`config.mk`:
```
export PLATFORM = sky130hd
export DESIGN_NAME = pps_pinpair_sampler
export DESIGN_NICKNAME = d
export VERILOG_FILES = /design/src/rtl/pps_pkg.sv /design/src/rtl/pps_pair_select.sv /design/src/rtl/pps_flag_unit.sv /design/src/rtl/pps_pinpair_sampler.sv
export SDC_FILE = /design/constraint.sdc
export NUM_CORES = 1
export LEC_CHECK = 0
export BUFFER_PORTS_ARGS = -buffer_cell sky130_fd_sc_hd__buf_2
export CAP_MARGIN = 0
export CORE_UTILIZATION = 25
export DETAILED_ROUTE_END_ITERATION = 8
export HOLD_SLACK_MARGIN = 0.08
export PLACE_DENSITY = 0.62
export SKIP_CTS_REPAIR_TIMING = 1
export SLEW_MARGIN = 20
export SYNTH_ARGS = -nofsm -noshare
export SYNTH_HDL_FRONTEND = slang
export SYNTH_HIERARCHICAL = 1
export SYNTH_SLANG_ARGS = --single-unit
```
`constraint.sdc`:
```
create_clock -name clk -period 2.8 [get_ports clk]
set_input_delay 0.14 -clock clk [delete_from_list [all_inputs] [get_ports clk]]
set_output_delay 0.14 -clock clk [all_outputs]
set_load 0.02 [all_outputs]
```
`src/rtl/pps_pkg.sv`:
```
package pps_pkg;
  typedef struct packed {
    logic c;
    logic z;
  } pps_flags_t;

  typedef struct packed {
    logic pri;
    logic par;
  } pps_pair_t;
endpackage

```
`src/rtl/pps_pair_select.sv`:
```
module pps_pair_select #(
  parameter int NUM_PINS = 128,
  localparam int IDX_W = $clog2(NUM_PINS)
) (
  input  logic [NUM_PINS-1:0] pins,
  input  logic [IDX_W-1:0]    idx,
  output pps_pkg::pps_pair_t  pair
);
  // Partner view: every position holds its bit-0-flipped neighbour.
  logic [NUM_PINS-1:0] swapped;

  for (genvar g = 0; g < NUM_PINS; g++) begin : g_swap
    assign swapped[g] = pins[g ^ 1];
  end

  assign pair.pri = pins[idx];
  assign pair.par = swapped[idx];
endmodule

```
`src/rtl/pps_flag_unit.sv`:
```
module pps_flag_unit (
  input  logic                 clk,
  input  logic                 srst,
  input  logic                 op_vld,
  input  logic                 upd_c,
  input  logic                 upd_z,
  input  pps_pkg::pps_pair_t   pair_in,
  output pps_pkg::pps_flags_t  flags,
  output pps_pkg::pps_pair_t   pair_q
);
  pps_pkg::pps_flags_t nxt;

  always_comb begin
    nxt = flags;
    if (upd_c) nxt.c = flags.c ^ pair_in.pri;
    if (upd_z) nxt.z = ~(pair_in.pri | pair_in.par);
  end

  always_ff @(posedge clk) begin
    if (srst) begin
      flags  <= '0;
      pair_q <= '0;
    end else if (op_vld) begin
      flags  <= nxt;
      pair_q <= pair_in;
    end
  end
endmodule

```
`src/rtl/pps_pinpair_sampler.sv`:
```
module pps_pinpair_sampler #(
  parameter int NUM_PINS = 128,
  localparam int IDX_W = $clog2(NUM_PINS)
) (
  input  logic                clk,
  input  logic                srst,
  input  logic [NUM_PINS-1:0] pins,
  input  logic [IDX_W-1:0]    pin_idx,
  input  logic                op_vld,
  input  logic                upd_c,
  input  logic                upd_z,
  output logic                flag_c,
  output logic                flag_z,
  output logic                pin_pri,
  output logic                pin_par
);
  pps_pkg::pps_pair_t  pair_now;
  pps_pkg::pps_pair_t  pair_reg;
  pps_pkg::pps_flags_t flags_reg;

  pps_pair_select #(.NUM_PINS(NUM_PINS)) u_sel (
    .pins (pins),
    .idx  (pin_idx),
    .pair (pair_now)
  );

  pps_flag_unit u_flags (
    .clk     (clk),
    .srst    (srst),
    .op_vld  (op_vld),
    .upd_c   (upd_c),
    .upd_z   (upd_z),
    .pair_in (pair_now),
    .flags   (flags_reg),
    .pair_q  (pair_reg)
  );

  assign flag_c  = flags_reg.c;
  assign flag_z  = flags_reg.z;
  assign pin_pri = pair_reg.pri;
  assign pin_par = pair_reg.par;
endmodule

```
# == Word-level counts from Yosys, hierarchy flattened ==
# Index checks and enable logic that the tools add are counted.
# Widths: inputs -> output; s select.
# op_classes
mux,4
magnitude_cmp,1
bitwise,3
n_reduce_logical,2
# op_table
op,count
$bmux 1 s7,2
$lt 7x8->1 const B,1
$reduce_and 2->1,2
$mux 1,2
$not 1->1,1
$or 1x1->1,1
$xor 1x1->1,1
# word_totals
inputBits,140
regBits,4
wordCells,14
output_inout_bits,4

# == Longest topological paths before layout ==
# Gate-level depths: netlist of the first run.
# depth
depth_word,4
depth_mapped,11

# == Hierarchy ==
# Netlist of the first run, hierarchy kept.
# by_module_without_submodules
mod,cells_per_inst,seq_area_each_um2,n_inst,area_per_inst_um2
pps_pair_select,160,0.0,1,2052.0
pps_flag_unit,15,80.1,1,168.9

# == Worst setup path before layout of the first run ==
# No wires, ideal clock.
# synth_timing
path_type,input-to-reg
start,input pin_idx[0]
end,register u_flags/flags[1] (netlist name)
required_time_ns,2.679
path_slack_ns,0.221
stages,9
arrival_time_ns,2.458
setup_ns,0.121
path_cell_list,buf_6 buf_12 mux4_1 mux4_2 o22ai_1 nor3_1 or4_1 nand3_2 mux2_4
# synth_lines
element,line_no,rtl
from (decl),pps_pinpair_sampler.sv:8,"input logic [IDX_W-1:0] pin_idx,"
to (signal assigned),pps_flag_unit.sv:24,flags <= nxt;
to (decl),pps_flag_unit.sv:8,"output pps_pkg::pps_flags_t flags,"

==> impl_metrics.ini, run 1 <==
[yosys]
syn_inst = 175
mappedNetlistNets = 315
synth_seq_cells = 4
synth.distinct_cells = 26
syn-cell-area_um2 = 2221
ys_seq_area_share_pct = 3.606
avgSynthCellArea_um2 = 12.69
yosysWarnings = 6

[final_layout]
final_cell_mix = buf_2, mux2i_1, mux4_2
finalNetCount = 459
drive_gt1_share_pct = 63.09
diodes = 0
final_area_um2 = 3119
syn_to_final_growth_pct = 40.45
final_common_cell = buf_2
final_cell_count_no_fill = 425
utilization_pct = 35.94

[routing]
drcViolationCount = 0
dr.pass1.iters = 4
num_vias = 2264
avgRoutedWirePerCell_um = 15.82
drt.antenna.violating_nets = 0
vias_per_cell = 5.327
drt_wl_total_um = 6724
drt_iter0_drc = 53

[grt]
grt.overflow.total = 0
grt_pass1_wl_um = 10170
grt_max_degree = 22
grt_pass1_vias = 2182
grt_usage_pct = 14.20
antenna_found_initial = 0

[die]
io_pins = 144
fp.coreArea_um2 = 8678
num_rows = 34
die_area_um2 = 9264
dieHeight_um = 96.25
die_w_um = 96.25
initial_core_util_pct = 25.59

[clocking]
clock-sinks = 4
cts.clk_slew.worst_paths_ns = 0.03
clock_latency_ns = 0.21
cts_tree = done
clock_path_buffers = 2
cts_made_buffers = 3
cts_max_level = 1
cts-root-buf = clkbuf_8

[power]
power.density_nw_per_um2 = 204.0
irDropWorstVdd_mv = 0.07264
p_leak_uw = 0.001461

[flow_run]
max_cap_viol_count = 0

[run_status]
status = completed

[timing]
rsz0062_at_grt = false
relSlewSlack_pct = 74.79
worstMarginPinSlew_ns = 0.3782
fin_crit_sh_pct = 92.89
worst_slack_ns = 0.1991
finalHoldWorstSlack_ns = 0.1506
setup_viol_count_final = 0
hold_viol_final = 0
finalCriticalPeriod_ns = 2.601
clock.fmax_mhz = 384.5
clock_skew_ns = 0
maxSlewViolCount = 0

[placement]
gp_congestion = 0.7539
dp.final_hpwl_um = 5984
place_area_um2 = 3078
dp_cells = 422
port_buffers = 143
pre_cts_ws_ns = -0.05350

[critical_path]
cp_max_fo = 17
cp-start-kind = primary input
path_class = in -> reg
critPathRequiredTime_ns = 2.90
crit_path_end_kind = register
arrival_ns = 2.70

[min_path]
holdCritPathClass = in -> reg
[Yosys cell counts]
master	n	area, µm²
mux4_2	26	585.6
nor4_1	2	12.51
buf_4	2	15.01
nand2_1	2	7.510
nor3_1	6	30.03
buf_12	2	40.04
nor2b_1	3	18.77
mux2_4	1	15.01
a22oi_1	16	120.1
dfxtp_1	4	80.08
nand2b_1	3	18.77
a21oi_1	9	45.04
mux2i_1	34	340.3
nor2_1	4	15.01
clkbuf_2	1	5.000
mux2_2	8	90.09
buf_2	9	45.04
nand4bb_1	1	11.26
or4_1	2	15.01
buf_1	3	11.26
mux4_1	22	578.1
nand3_2	1	10.01
and2_1	1	6.260
a21bo_2	1	10.01
buf_6	4	45.04
o22ai_1	8	50.05
[path summary, 6_finish.rpt]
path                                   startpoint                 to  slack [ns]  cells past startpoint
worst min register to register  u_flags/pair_q[1]  u_flags/pair_q[1]        0.50                      2
worst max-delay path                   pin_idx[0]   u_flags/flags[1]        0.20                      9
worst min-delay path                         srst  u_flags/pair_q[1]        0.15                      2
worst max register to register   u_flags/flags[1]   u_flags/flags[1]        1.99                      2
[layer usage]
layer / track usage, % / share of wire [%] / vias to the layer above
met5: 0 / 0 / -
met4: 4.229 / 1.0 / 0
met3: 1.501 / 5.9 / 8
met2: 24.82 / 50 / 86
met1: 18.34 / 43 / 1089
li1: - / - / 1081
[cell type report]
| type | instances | area (µm²) |
|---|---|---|
| Sequential cell | 4 | 80.08 |
| Timing Repair Buffer | 160 | 883.3 |
| Fill cell | 887 | 5559 |
| Tap cell | 108 | 135.1 |
| Multi-Input combinational cell | 150 | 1979 |
| Clock buffer | 3 | 41.29 |
[cells by family (layout without fill, tap and decap cells)]
logic type | after synthesis | after routing | synth area share (%)
AOI/OAI and AO/OA | 34 | 34 | 10.14
DFF | 4 | 4 | 3.606
muxes | 91 | 91 | 72.45
and+or+nand+nor | 25 | 25 | 6.535
buffers and inverters | 21 | 163 | 7.267
[through the flow]
step                      TNS (ns)  power [µW]
after floorplan                  0       352.0
after global placement           0       512.1
after detailed placement  -0.05350       522.7
after CTS                        0       648.1
after global routing             0       685.7
final                            0       636.4
[power by group]
part / total [µW] / switching, µW / internal (µW) / leakage, µW
combinational: 450 / 179 / 271 / 0.00141
clock: 120 / 28.9 / 91.5 / 0.0000216
sequential: 65.5 / 3.14 / 62.3 / 0.0000328
total: 636 / 211 / 425 / 0.00146
[worst max-delay path, stage by stage]
cell and delay, ns:
buf_4 0.14, buf_12 0.16, mux4_1 0.54, mux4_2 0.48
o22ai_1 0.15, nor3_1 0.06, or4_1 0.60, nand3_2 0.12
mux2_4 0.29
Power figures use the tool's default switching activity.
==> run 2: changes to the inputs <==
==> constraint.sdc (replaced) <==
create_clock -name clk -period 2.8 [get_ports clk]
set_input_delay 0.28 -clock clk [delete_from_list [all_inputs] [get_ports clk]]
set_output_delay 0.28 -clock clk [all_outputs]
set_load 0.02 [all_outputs]
==> run 2 against run 1 <==
Effect of this change:
- critical path depth did not move
- worst hold slack better by 0.14 ns
- sequential cell count unchanged
- largest cell class unchanged
- non-clock buffer count grew 6
- final area rose by 1.6%
==> impl_metrics.ini, run 2 (synthesis results as in run 1) <==
[routing]
drt.antenna.violating_nets = 0
num_vias = 2268
drt_wl_total_um = 6686
drt_iter0_drc = 73
dr.pass1.iters = 4
drcViolationCount = 0
vias_per_cell = 5.262
avgRoutedWirePerCell_um = 15.51

[final_layout]
final_cell_mix = buf_2, mux2i_1, mux4_2
final_cell_count_no_fill = 431
drive_gt1_share_pct = 64.09
final_common_cell = buf_2
finalNetCount = 465
diodes = 0
utilization_pct = 36.51
syn_to_final_growth_pct = 42.65

[clocking]
cts_tree = done
clock_path_buffers = 2
cts_made_buffers = 3
cts.clk_slew.worst_paths_ns = 0.03
clock_latency_ns = 0.21
clock-sinks = 4
cts-root-buf = clkbuf_8
cts_max_level = 1

[grt]
grt_max_degree = 22
grt_pass1_wl_um = 10050
grt_usage_pct = 13.84
antenna_found_initial = 0
grt.overflow.total = 0
grt_pass1_vias = 2210

[critical_path]
path_depth = 9
crit_slowest_cell = mux4_1
path_class = in -> reg
critPathRequiredTime_ns = 2.90
crit_path_end_kind = register
cp-start-kind = primary input
worstPathCellList = buf_4 -> buf_12 -> mux4_1 -> mux4_2 -> o22ai_1 -> nor3_1 -> or4_4 -> nand3_2 -> mux2_4
critPathBufInv = 2
cpLargestDelayFamily = multiplexers
cp_max_fo = 17
arrival_ns = 2.78
critPathMaxStageDelay_ns = 0.58
r2r_cells = 2

[die]
initial_core_util_pct = 25.59
dieHeight_um = 96.25
fp.coreArea_um2 = 8678
die_area_um2 = 9264
num_rows = 34
die_w_um = 96.25
io_pins = 144

[power]
power.density_nw_per_um2 = 204.1
irDropWorstVdd_mv = 0.07535
power_uw = 646.7
p_leak_uw = 0.001490

[timing]
relSlewSlack_pct = 77.82
clock_skew_ns = 0
rsz0062_at_grt = false
maxSlewViolCount = 0
finalHoldWorstSlack_ns = 0.2956
fin_crit_sh_pct = 95.85
worstMarginPinSlew_ns = 0.3327
clock.fmax_mhz = 372.6
setup_viol_count_final = 0
finalCriticalPeriod_ns = 2.684
hold_viol_final = 0

[placement]
gp_congestion = 0.7312
dp.final_hpwl_um = 5926
port_buffers = 143
dp_cells = 428

[min_path]
holdCritPathClass = in -> reg
whs_path_depth = 2

[run_status]
status = completed

[flow_run]
max_cap_viol_count = 0
-- run 2: cell types whose count changed in the layout (fill, tap and decap cells not counted), sizes merged --
cell	delta
buf	+6
-- run 2: power by group --
group / leakage (µW) / total, µW / internal [µW] / switching [µW]
sequential: 0.0000328 / 65.0 / 62.3 / 2.75
clock: 0.0000216 / 121 / 91.7 / 29.7
combinational: 0.00144 / 460 / 279 / 182
-- run 2: per-layer routing --
metal	vias to the layer above	track usage, %	routed length (µm)
met2	85	25.18	3364
met1	1093	18.32	2939
met4	0	1.493	0
met5	-	0	0
met3	0	1.106	382
li1	1090	-	-
-- run 2: area by class of cell --
class	instances	area (µm²)
Fill cell	873	5510
Multi-Input combinational cell	150	1983
Timing Repair Buffer	166	928.4
Tap cell	108	135.1
Sequential cell	4	80.08
Clock buffer	3	41.29
-- run 2: per-stage QoR --
| step | setup TNS, ns | setup slack, ns | instance area (µm²) |
|---|---|---|---|
| floorplan | 0 | 0.08052 | 2221 |
| global placement | -0.1337 | -0.1125 | 3123 |
| finish | 0 | 0.1163 | 3168 |
| global route | 0 | 0.02873 | 3168 |
| CTS | 0 | 0.04875 | 3164 |
| detailed placement | -0.2644 | -0.1774 | 3123 |
-- run 2: worst paths after layout --
kind,startpoint,endpoint,slack [ns]
worst max-delay path,pin_idx[0],u_flags/flags[1],0.12
worst min-delay path,srst,u_flags/flags[0],0.30
worst max register to register,u_flags/flags[1],u_flags/flags[1],2.00
worst min register to register,u_flags/pair_q[1],u_flags/pair_q[1],0.51
==> run 3: changes to the inputs <==
- PLACE_DENSITY: 0.62 -> default
- PLACE_DENSITY_LB_ADDON: default -> 0.08
==> run 3 against run 2 <==
Effect of this change:
- combinational power hardly changed
- via count is 1.7% lower
- final cell count is 0.46% lower
- non-clock buffer count is 2 lower
- worst setup slack worse by 0.013 ns
- sequential cell count stayed put
- clock skew stayed put
- fmax is 0.49% lower
- die area stayed put
- clock power hardly changed
- worst hold slack worse by 0.0030 ns
- largest power group unchanged
==> impl_metrics.ini, run 3 (synthesis results as in run 1) <==
[run_status]
status = completed

[final_layout]
final_common_cell = buf_2
syn_to_final_growth_pct = 42.48
final_area_um2 = 3164
fill_cells = 915
drive_gt1_share_pct = 63.55
finalNetCount = 463
diodes = 0
final_cell_mix = buf_2, mux2i_1, mux4_2

[clocking]
clock-sinks = 4
cts_tree = done
clock_path_buffers = 2
cts-root-buf = clkbuf_8
clock_latency_ns = 0.22
cts_max_level = 1
cts.clk_slew.worst_paths_ns = 0.03
cts_made_buffers = 3

[critical_path]
cp_max_fo = 19
cp-start-kind = primary input
r2r_cells = 2
critPathRequiredTime_ns = 2.90
r2r_end = u_flags/flags[1]
arrival_ns = 2.80
endpoint = u_flags/flags[1]
crit_start = pin_idx[0]
worstPathCellList = buf_4 -> buf_12 -> mux4_1 -> mux4_2 -> o22ai_1 -> nor3_1 -> or4_1 -> nand3_2 -> mux2_4
crit_path_end_kind = register
critPathMaxStageDelay_ns = 0.58
crit_slowest_cell = mux4_1
reg2reg_slack_ns = 1.98
path_class = in -> reg
r2r-start = u_flags/flags[1]

[placement]
port_buffers = 143
gp_congestion = 0.7558
dp.final_hpwl_um = 6326
pre_cts_ws_ns = -0.1501
place_area_um2 = 3120

[grt]
grt_usage_pct = 15.07
grt_max_degree = 31
grt.overflow.total = 0
antenna_found_initial = 1
grt_pass1_vias = 2227
grt_pass1_wl_um = 10680

[die]
io_pins = 144
initial_core_util_pct = 25.59
num_rows = 34
fp.coreArea_um2 = 8678
die_w_um = 96.25
dieHeight_um = 96.25
die_area_um2 = 9264

[routing]
dr.pass1.iters = 4
drt_iter0_drc = 51
vias_per_cell = 5.198
num_vias = 2230
avgRoutedWirePerCell_um = 16.37
drt.antenna.violating_nets = 0
drt_wl_total_um = 7023
drcViolationCount = 0

[timing]
hold_viol_final = 0
fin_crit_sh_pct = 96.32
finalHoldWorstSlack_ns = 0.2926
setup_viol_count_final = 0
worstMarginPinSlew_ns = 0.4561
clock_skew_ns = 0
rsz0062_at_grt = false
worst_slack_ns = 0.1031
clock.fmax_mhz = 370.8
relSlewSlack_pct = 69.59
maxSlewViolCount = 0
finalCriticalPeriod_ns = 2.697
finalSetupTns_ns = 0

[power]
p_sw_share_pct = 33.03
irDropWorstVdd_mv = 0.07866
power_frac_comb_pct = 70.9
power_uw = 643.8
internal_power_uw = 431.1
p_leak_uw = 0.001485
power.density_nw_per_um2 = 203.4
p_switching_uw = 212.7
p_clk_share_pct = 18.9
seqPwrFrac_pct = 10.2

[min_path]
holdCritPathClass = in -> reg

[flow_run]
max_cap_viol_count = 0
run 3: how the worst min path moves through the flow:
stage / from / to / cells past startpoint
after detailed placement: u_flags/pair_q[1] / u_flags/pair_q[1] / 2
after global placement: srst / u_flags/flags[0] / 2
after global routing: srst / u_flags/pair_q[0] / 2
after floorplan: srst / u_flags/flags[0] / 1
final: srst / u_flags/flags[0] / 2
after CTS: srst / u_flags/flags[0] / 2
run 3: critical path: cells and delay by family:
family	cells	cell delay, ns
AOI/OAI and AO/OA	1	0.15
buffers and inverters	2	0.29
muxes	3	1.34
and+or+nand+nor	3	0.73
run 3: final cells by class:
type / instances / area [µm²] / area share, %
Clock buffer: 3 / 41.29 / 1.305
Multi-Input combinational cell: 150 / 1979 / 62.55
Sequential cell: 4 / 80.08 / 2.531
Tap cell: 108 / 135.1 / 4.270
Timing Repair Buffer: 164 / 928.4 / 29.34
run 3: power groups by stage:
stage	Clock [µW]	Combinational (µW)	Sequential, µW
2_1_floorplan	0	281	71.3
3_3_place_gp	0	461	66.5
3_5_place_dp	0	463	66.5
4_1_cts	124	464	65.8
5_1_grt	131	500	66.1
6_report	121	457	65.8
run 3: stage by stage:
stage / std cells / utilization, %
after floorplan: 175 / -
after global placement: 426 / 35.96
after detailed placement: 426 / 35.96
after CTS: 429 / 36.43
after global routing: 429 / 36.46
final: 429 / 36.46
run 3: per-layer routing:
layer / track usage, % / wire [µm] / vias up
met5: 0 / 0 / -
met4: 1.741 / 21 / 0
met3: 2.212 / 500 / 2
met2: 27.30 / 3461 / 78
met1: 19.38 / 3040 / 1065
li1: - / - / 1085
